### src/rtl/ffm_pkg.sv
package ffm_pkg;

    typedef enum logic {
        LNK_DOWN = 1'b0,
        LNK_UP   = 1'b1
    } link_st_t;

    typedef struct packed {
        logic local_loss;
        logic remote_flag;
    } fault_src_t;

    function automatic logic any_fault(input fault_src_t s);
        return s.local_loss | s.remote_flag;
    endfunction

    function automatic logic idle_ok(input logic idle, input fault_src_t s);
        return idle & ~any_fault(s);
    endfunction

endpackage

### src/rtl/ffm_sync.sv
module ffm_sync #(
    parameter int STAGES = 2
) (
    input  logic clk,
    input  logic rst,
    input  logic d_async,
    output logic q_sync
);
    logic [STAGES-1:0] chain;

    generate
        for (genvar i = 0; i < STAGES; i++) begin : g_stage
            if (i == 0) begin : g_first
                always_ff @(posedge clk) begin
                    if (rst) chain[0] <= 1'b0;
                    else     chain[0] <= d_async;
                end
            end else begin : g_next
                always_ff @(posedge clk) begin
                    if (rst) chain[i] <= 1'b0;
                    else     chain[i] <= chain[i-1];
                end
            end
        end
    endgenerate

    assign q_sync = chain[STAGES-1];

    a_r1_sync_delay: assert property (@(posedge clk) disable iff (rst)
        $rose(chain[0]) |=> chain[1]);

endmodule

### src/rtl/ffm_fault_latch.sv
module ffm_fault_latch
    import ffm_pkg::*;
(
    input  logic       clk,
    input  logic       rst,
    input  fault_src_t src,
    input  logic       rd,
    output logic       sticky
);
    logic fault_now;
    logic sticky_q;

    assign fault_now = any_fault(src);

    always_ff @(posedge clk) begin
        if (rst) sticky_q <= 1'b0;
        else     sticky_q <= (sticky_q & ~rd) | fault_now;
    end

    assign sticky = sticky_q;

    a_r2_set_on_fault: assert property (@(posedge clk) disable iff (rst)
        fault_now |=> sticky_q);

    a_r3_hold_until_read: assert property (@(posedge clk) disable iff (rst)
        (sticky_q && !rd) |=> sticky_q);

    a_r3_clear_on_read: assert property (@(posedge clk) disable iff (rst)
        (rd && !fault_now) |=> !sticky_q);

endmodule

### src/rtl/ffm_link_fsm.sv
module ffm_link_fsm
    import ffm_pkg::*;
#(
    parameter int IDLE_RUN = 4
) (
    input  logic       clk,
    input  logic       rst,
    input  fault_src_t src,
    input  logic       rx_idle,
    input  logic       force_pass,
    output logic       link_up,
    output logic       down_irq
);
    localparam int CW = $clog2(IDLE_RUN + 1);
    localparam logic [CW-1:0] RUN_L = CW'(IDLE_RUN);

    link_st_t   st_q, st_n;
    logic [CW-1:0] cnt_q, cnt_n;
    logic       qual;
    logic       fault_now;
    logic       irq_q;

    assign fault_now = any_fault(src);
    assign qual      = idle_ok(rx_idle, src);

    always_comb begin
        if (!qual)              cnt_n = '0;
        else if (cnt_q == RUN_L) cnt_n = cnt_q;
        else                    cnt_n = cnt_q + 1'b1;
    end

    always_comb begin
        st_n = st_q;
        unique case (st_q)
            LNK_DOWN: if (force_pass || cnt_n == RUN_L) st_n = LNK_UP;
            LNK_UP:   if (fault_now && !force_pass)     st_n = LNK_DOWN;
            default:  st_n = LNK_DOWN;
        endcase
    end

    always_ff @(posedge clk) begin
        if (rst) begin
            st_q  <= LNK_DOWN;
            cnt_q <= '0;
            irq_q <= 1'b0;
        end else begin
            st_q  <= st_n;
            cnt_q <= cnt_n;
            irq_q <= (st_q == LNK_UP) && (st_n == LNK_DOWN);
        end
    end

    assign link_up  = (st_q == LNK_UP);
    assign down_irq = irq_q;

    a_r4_no_up_on_fault: assert property (@(posedge clk) disable iff (rst)
        (!link_up && fault_now && !force_pass) |=> !link_up);

    a_r4_no_up_without_idle: assert property (@(posedge clk) disable iff (rst)
        (!link_up && !rx_idle && !force_pass) |=> !link_up);

    a_r5_drop_on_fault: assert property (@(posedge clk) disable iff (rst)
        (link_up && fault_now && !force_pass) |=> !link_up);

    a_r6_force_holds: assert property (@(posedge clk) disable iff (rst)
        force_pass |=> link_up);

    a_r7_irq_single: assert property (@(posedge clk) disable iff (rst)
        down_irq |=> !down_irq);

    a_r7_irq_on_fall: assert property (@(posedge clk) disable iff (rst)
        (link_up && fault_now && !force_pass) |=> down_irq);

endmodule

### src/rtl/fefault_mgr.sv
module fefault_mgr
    import ffm_pkg::*;
#(
    parameter int SYNC_STAGES = 2,
    parameter int IDLE_RUN    = 4
) (
    input  logic clk,
    input  logic rst,
    input  logic sd_async,
    input  logic rx_rfault,
    input  logic rx_idle,
    input  logic force_pass,
    input  logic fault_tx_en,
    input  logic stat_rd,
    output logic link_up,
    output logic fault_sticky,
    output logic link_down_irq,
    output logic tx_fault_req
);
    logic       sd_sync;
    fault_src_t src;
    logic       req_q;

    ffm_sync #(.STAGES(SYNC_STAGES)) u_sync (
        .clk     (clk),
        .rst     (rst),
        .d_async (sd_async),
        .q_sync  (sd_sync)
    );

    assign src.local_loss  = ~sd_sync;
    assign src.remote_flag = rx_rfault;

    ffm_fault_latch u_latch (
        .clk    (clk),
        .rst    (rst),
        .src    (src),
        .rd     (stat_rd),
        .sticky (fault_sticky)
    );

    ffm_link_fsm #(.IDLE_RUN(IDLE_RUN)) u_fsm (
        .clk        (clk),
        .rst        (rst),
        .src        (src),
        .rx_idle    (rx_idle),
        .force_pass (force_pass),
        .link_up    (link_up),
        .down_irq   (link_down_irq)
    );

    always_ff @(posedge clk) begin
        if (rst) req_q <= 1'b0;
        else     req_q <= fault_tx_en & src.local_loss;
    end

    assign tx_fault_req = req_q;

    a_r8_req_on_loss: assert property (@(posedge clk) disable iff (rst)
        (fault_tx_en && !sd_sync) |=> tx_fault_req);

    a_r8_no_req_disabled: assert property (@(posedge clk) disable iff (rst)
        !fault_tx_en |=> !tx_fault_req);

    a_r9_reset_quiet: assert property (@(posedge clk)
        rst |=> (!link_up && !link_down_irq && !tx_fault_req));

endmodule

### config.mk
export PLATFORM = sky130hd
export DESIGN_NAME = fefault_mgr
export DESIGN_NICKNAME = d
export VERILOG_FILES = /design/src/rtl/ffm_pkg.sv /design/src/rtl/ffm_sync.sv /design/src/rtl/ffm_fault_latch.sv /design/src/rtl/ffm_link_fsm.sv /design/src/rtl/fefault_mgr.sv
export SDC_FILE = /design/constraint.sdc
export NUM_CORES = 1
export LEC_CHECK = 0
export ABC_AREA = 1
export BUFFER_PORTS_ARGS = -buffer_cell sky130_fd_sc_hd__buf_2
export CAP_MARGIN = 0
export CELL_PAD_IN_SITES_DETAIL_PLACEMENT = 0
export CELL_PAD_IN_SITES_GLOBAL_PLACEMENT = 1
export CORE_AREA = 10 10 47 49
export DETAILED_ROUTE_END_ITERATION = 8
export DIE_AREA = 0 0 57 59
export GPL_TIMING_DRIVEN = 1
export PLACE_DENSITY = 0.71
export SKIP_CTS_REPAIR_TIMING = 1
export SLEW_MARGIN = 5
export SYNTH_ARGS = -nofsm -noshare
export SYNTH_HDL_FRONTEND = slang
export SYNTH_SLANG_ARGS = --single-unit
### constraint.sdc
create_clock -name clk -period 1.3 [get_ports clk]
set_input_delay 0.195 -clock clk [delete_from_list [all_inputs] [get_ports clk]]
set_output_delay 0.195 -clock clk [all_outputs]
set_load 0.05 [all_outputs]
-- After elaboration in Yosys (flattened, before gate mapping)
Cells that the tools add are included.
- input port bits: 8
- word-level logic and storage cells: 29
- output and inout port bits: 4
- bits in registers: 9
- bitwise operators: 10
- add/sub/neg operators: 1
- reduce and logical (&&, ||, !) cells: 4
- equal/unequal tests: 2
- mux-type cells: 5
- operators by type and width (kind ; count):
    $eq 3x3->1 const B ; 2
    $mux 3 ; 2
    $not 1->1 ; 5
    $add 3x1->3 const B ; 1
    $and 1x1->1 ; 3
    $logic_and 1x1->1 ; 2
    $mux 1 ; 2
    $or 1x1->1 ; 2
    $pmux 1 s2 ; 1
    $logic_not 1->1 ; 1
    $logic_or 1x1->1 ; 1

-- Logic depth before layout (Yosys ltp)
- depth after elaboration: 11
- gate-level depth with buffers: 8
- depth with buffers taken out: 8

-- Modules after synthesis
From an unflattened synthesis, not the netlist that was laid out.
- cells, all modules: 55
- area total of the unflattened synthesis: 420.4 sq um
- by module, submodules not included (module ; area each (sq um) ; cells an instance ; times used ; seq. area each (sq um)):
    ffm_link_fsm ; 292.8 ; 40 ; 1 ; 100.1
    ffm_sync ; 55.1 ; 6 ; 1 ; 40.0
    fefault_mgr ; 36.3 ; 4 ; 1 ; 20.0
    ffm_fault_latch ; 36.3 ; 5 ; 1 ; 20.0

-- Worst setup path after synthesis
OpenSTA, ideal clock, no wires.
- kind: flip-flop to flip-flop
- start point: register u_fsm.cnt_q[0]
- end point: register u_fsm.irq_q (netlist: u_fsm.down_irq)
- period minus slack after synthesis: 1.157 ns
- cell stages (with the launch flop): 9
- data arrival time: 1.047 ns
- setup slack: 0.143 ns
- required time: 1.190 ns
- setup time: 0.110 ns
- buffers on the path: 0
- cell sequence: dfxtp_1 inv_1 ha_1 inv_1 nand2_1 nor2_2 nand3_2 nand2_1 nor2_2
- longest elaborated chain between the ends: 9
- elaborated cells on any way between the ends: 10
- classes of those cells: 1 x add/sub; 2 x eq/ne; 4 x mux; 1 x bitwise; 2 x reduce/logical
- RTL lines (element ; RTL line ; RTL):
    from (decl) ; ffm_link_fsm.sv:18 ; logic [CW-1:0] cnt_q, cnt_n;
    from (signal assigned) ; ffm_link_fsm.sv:48 ; cnt_q <= cnt_n;
    $add 3x1->3 / $eq 3x3->1 (equally long branches) ; ffm_link_fsm.sv:29, ffm_link_fsm.sv:28 ;
    $mux 3 * ; ffm_link_fsm.sv:28 ; else if (cnt_q == RUN_L) cnt_n = cnt_q;
    $mux 3 * ; ffm_link_fsm.sv:27 ; if (!qual) cnt_n = '0;
    $eq 3x3->1 * ; ffm_link_fsm.sv:35 ; LNK_DOWN: if (force_pass || cnt_n == RUN_L) st_n = LNK_UP;
    $logic_or 1x1->1 * ; ffm_link_fsm.sv:35 ;
    $mux 1 * ; ffm_link_fsm.sv:35 ;
    $pmux 1 s2 * ; ffm_link_fsm.sv:34 ; unique case (st_q)
    $not 1->1 * ; ffm_link_fsm.sv:49 ; irq_q <= (st_q == LNK_UP) && (st_n == LNK_DOWN);
    $logic_and 1x1->1 * ; ffm_link_fsm.sv:49 ;
    to (signal assigned) ; ffm_link_fsm.sv:49 ;
    to (decl) ; ffm_link_fsm.sv:21 ; logic irq_q;
Every way passes the cells marked *; elsewhere a longest branch is shown, timed or not.
A chain may end at the register's enable or synchronous reset.

-- Worst setup path in the final report
Same ends and word-level chain as after synthesis.

==> summary.txt <==
Routing
  – Wire length per cell: 8.79 um
  – Number of routed nets with antenna violations: 0
  – Via-to-Cell Ratio: between 3 and 4
  – DRT Pass-1 Iters: 1
  – Drt initial violations: 0
  – Final wirelength: 686 um
  – Drc violations: 0
  – Vias post-DR: 305

Outcome
  – Status: complete, no violations

Hold path
  – Type of the worst min-delay path: in -> reg
  – Min-Delay Path Depth: 3
  – Hold_sp: sd_async
  – Hold Path Sink: u_sync.chain[0]$_SDFF_PP0_

Final layout
  – Share of post-route cells with drive strength above 1: ~34%
  – Number of standard cells in the layout, taps in and fillers out: 78
  – Area growth syn-to-layout: 25.0%
  – # nets final: 73
  – Diode count: 0

STA
  – Final period utilization: approximately nine tenths
  – Clock Skew: between 4 and 5 ps
  – Slew of the pin with the lowest slew margin: 251 ps
  – # setup viols final: 0
  – Max Slew Vio Count: 0
  – Fmax: 848 MHz
  – Fin. Hold Viols: 0
  – Setup TNS: 0 ps
  – Slew HR: a little over four fifths
  – RSZ-0062 raised after global routing: false
  – Minimum clock period: roughly 1200 ps

Yosys
  – Count leader, synth: inv_1
  – Cell Area, Synth: 390 um^2
  – Synthesized area per cell: ~8 um^2
  – Adder-cell share of the synthesized area: roughly 6.4%
  – Synth Instances: 48
  – Synth top area share: 46.2%
  – Synth top cells by count: inv_1, dfxtp_1, nand2_1
  – Post-synth top flop: dfxtp_1
  – Register bit total from synthesis: 9
  – Synthesis Warnings: 0
  – Post-synth EDFFs: 0
  – Syn Nets: just under 60
  – XOR/XNOR share of the synthesized area: 0%
  – Sequential area share after synthesis: 46.2%
  – Post-synthesis compound-gate area fraction: ~5.4%
  – Top cells by area, synth: dfxtp_1, inv_1, nand2_1
  – Cell taking the most area after synthesis: dfxtp_1
  – Main combinational cell family by area after synthesis: simple AND/OR/NAND/NOR gates
  – Post-synthesis mux area share: 0%
  – Simple-gate share of the synthesized area: ~30%
  – Post-synthesis async set-or-reset flop share: 0%
  – Synth cell types: 16

Floorplan
  – Row Count: 14
  – Initial Utilization: 27.9%
  – Die X-Extent: between 50 and 60 um
  – Core Region: 0.00140 mm^2
  – Num ports: 12
  – Die Y: 59 um
  – Full die area: between 0.003 and 0.004 mm^2

Placed design
  – GP Congestion: around 0.65
  – I/O Buffers: 11
  – Half-perimeter wire length after placement: ~570 um
  – # placed instances: between 70 and 80

Clock network
  – Htree depth: 1
  – Clock Pin Slew Worst Setup and Hold Paths: 60 ps
  – Root Driver: clkbuf_4
  – Clock latency on the worst-skew pair: 250 ps
  – Worst-case clock buffer depth: 2
  – TritonCTS clock tree: done
  – Clock sinks: 9
  – CTS buffer count: 3

Setup path
  – Worst-path maximum fanout: 3
  – Crit path max-delay family: simple AND/OR/NAND/NOR gates
  – Startpoint Class: flop
  – Path type of the worst setup path: reg -> reg
  – CP Capture Type: flop
  – CP max stage cell: dfxtp_2
  – Crit path cell chain: inv_1 -> ha_1 -> inv_1 -> nand2_1 -> nor2_2 -> nand3_2 -> nand2_1 -> nor2_2
  – R2r setup slk: ~120 ps
  – Crit path arrival time: roughly 1300 ps
  – Worst Reg-to-Reg Cells: 8
  – Worst r2r dst: u_fsm.down_irq$_SDFF_PP0_
  – CP max stage delay: around 330 ps
  – Reg-to-reg startpoint: u_fsm.cnt_q[0]$_SDFF_PP0_
  – Buf/Inv on CP: 2
  – Source of the critical timing path: u_fsm.cnt_q[0]$_SDFF_PP0_
  – Worst EP required: about 1500 ps

Global routing
  – Largest net degree at the start of global routing: 10
  – GRT Resource Usage Total: 4.28%
  – Grt total ovfl: 0
  – Vias in the first global route: between 300 and 400
  – Global-route wire length before repair: 1.16 mm
  – Antenna violations before repair: 0

Pwr
  – Leak: ~0.23 nW
  – VDD IR max: approximately 0.00049 V
  – Pwr per Cell Area: 1140 mW/mm^2

Job
  – Max_cap viols: 0
[state kept, by name, indices dropped and copies added (netlist names)]
register,flops
u_sync.q_sync,1
u_sync.chain,1
u_fsm.down_irq,1
u_fsm.cnt_q,3
u_latch.sticky,1
u_fsm.link_up,1
tx_fault_req,1
[through the flow]
step / setup WS (ps) / hold slack (ps) / total power [mW] / cell area, um^2 / utilization [%]
final: 121 / 144 / 0.556 / 488 / 34.8
after global routing: 9.21 / 133 / 0.588 / 488 / 34.8
after CTS: 74.9 / 138 / 0.567 / 487 / 34.7
after detailed placement: 83.6 / 396 / 0.358 / 460 / 32.9
after global placement: 85.7 / 392 / 0.358 / 460 / 32.9
after floorplan: 143 / 302 / 0.339 / 390 / -
[tightest hold or removal path: cells and delay by family]
kind | cells | cell delay, ps
simple gates | 1 | 60
buf+inv | 2 | 100
[cell type report]
type,count,area (um^2)
Inverter,11,41.3
Tap cell,16,20.0
Clock buffer,4,26.3
Fill cell,166,913
Multi-Input combinational cell,27,164
Timing Repair Buffer,11,55.1
Sequential cell,9,181
[how the worst max path moves through the flow]
stage / endpoint / slack (ps) / depth (start not counted)
6_report: u_fsm.down_irq$_SDFF_PP0_ / 120 / 8
5_1_grt: u_fsm.down_irq$_SDFF_PP0_ / 9 / 8
4_1_cts: u_fsm.down_irq$_SDFF_PP0_ / 70 / 8
3_5_place_dp: u_fsm.down_irq$_SDFF_PP0_ / 80 / 8
3_3_place_gp: u_fsm.down_irq$_SDFF_PP0_ / 90 / 8
2_1_floorplan: u_fsm.down_irq$_SDFF_PP0_ / 140 / 8
[power by group]
group | switching [mW] | total (mW) | internal, mW | leakage [nW]
logic | 0.0414 | 0.0614 | 0.0200 | 0.140
registers | 0.00378 | 0.289 | 0.285 | 0.0744
clock network | 0.0875 | 0.205 | 0.118 | 0.0150
total | 0.133 | 0.556 | 0.423 | 0.229
[cell families after synthesis]
group / after synthesis
buffers and inverters: 12
DFF: 9
and+or+nand+nor: 22
AOI/OAI and AO/OA: 3
adders and majority gates: 2
[routing by layer]
layer / up-vias / part of all wire [%] / GRT usage (%)
met5: - / 0 / 0
met4: 0 / 0 / 3.02
met3: 0 / 5.1 / 2.15
met2: 8 / 50 / 6.67
met1: 124 / 45 / 4.39
li1: 173 / - / -
[cell usage in the layout (no fill, tap or decap)]
master,instances
nand2_1,7
nand3_1,2
o21bai_1,1
or2_1,1
nor3b_1,2
dfxtp_1,8
clkbuf_4,3
nand3_2,2
nor2_2,2
ha_1,2
a21oi_1,1
dfxtp_2,1
nand2_2,1
clkbuf_1,1
buf_2,11
inv_1,11
nor2_1,3
nor3_1,2
a21oi_2,1
Note: power is estimated with default switching activity, not from simulation.
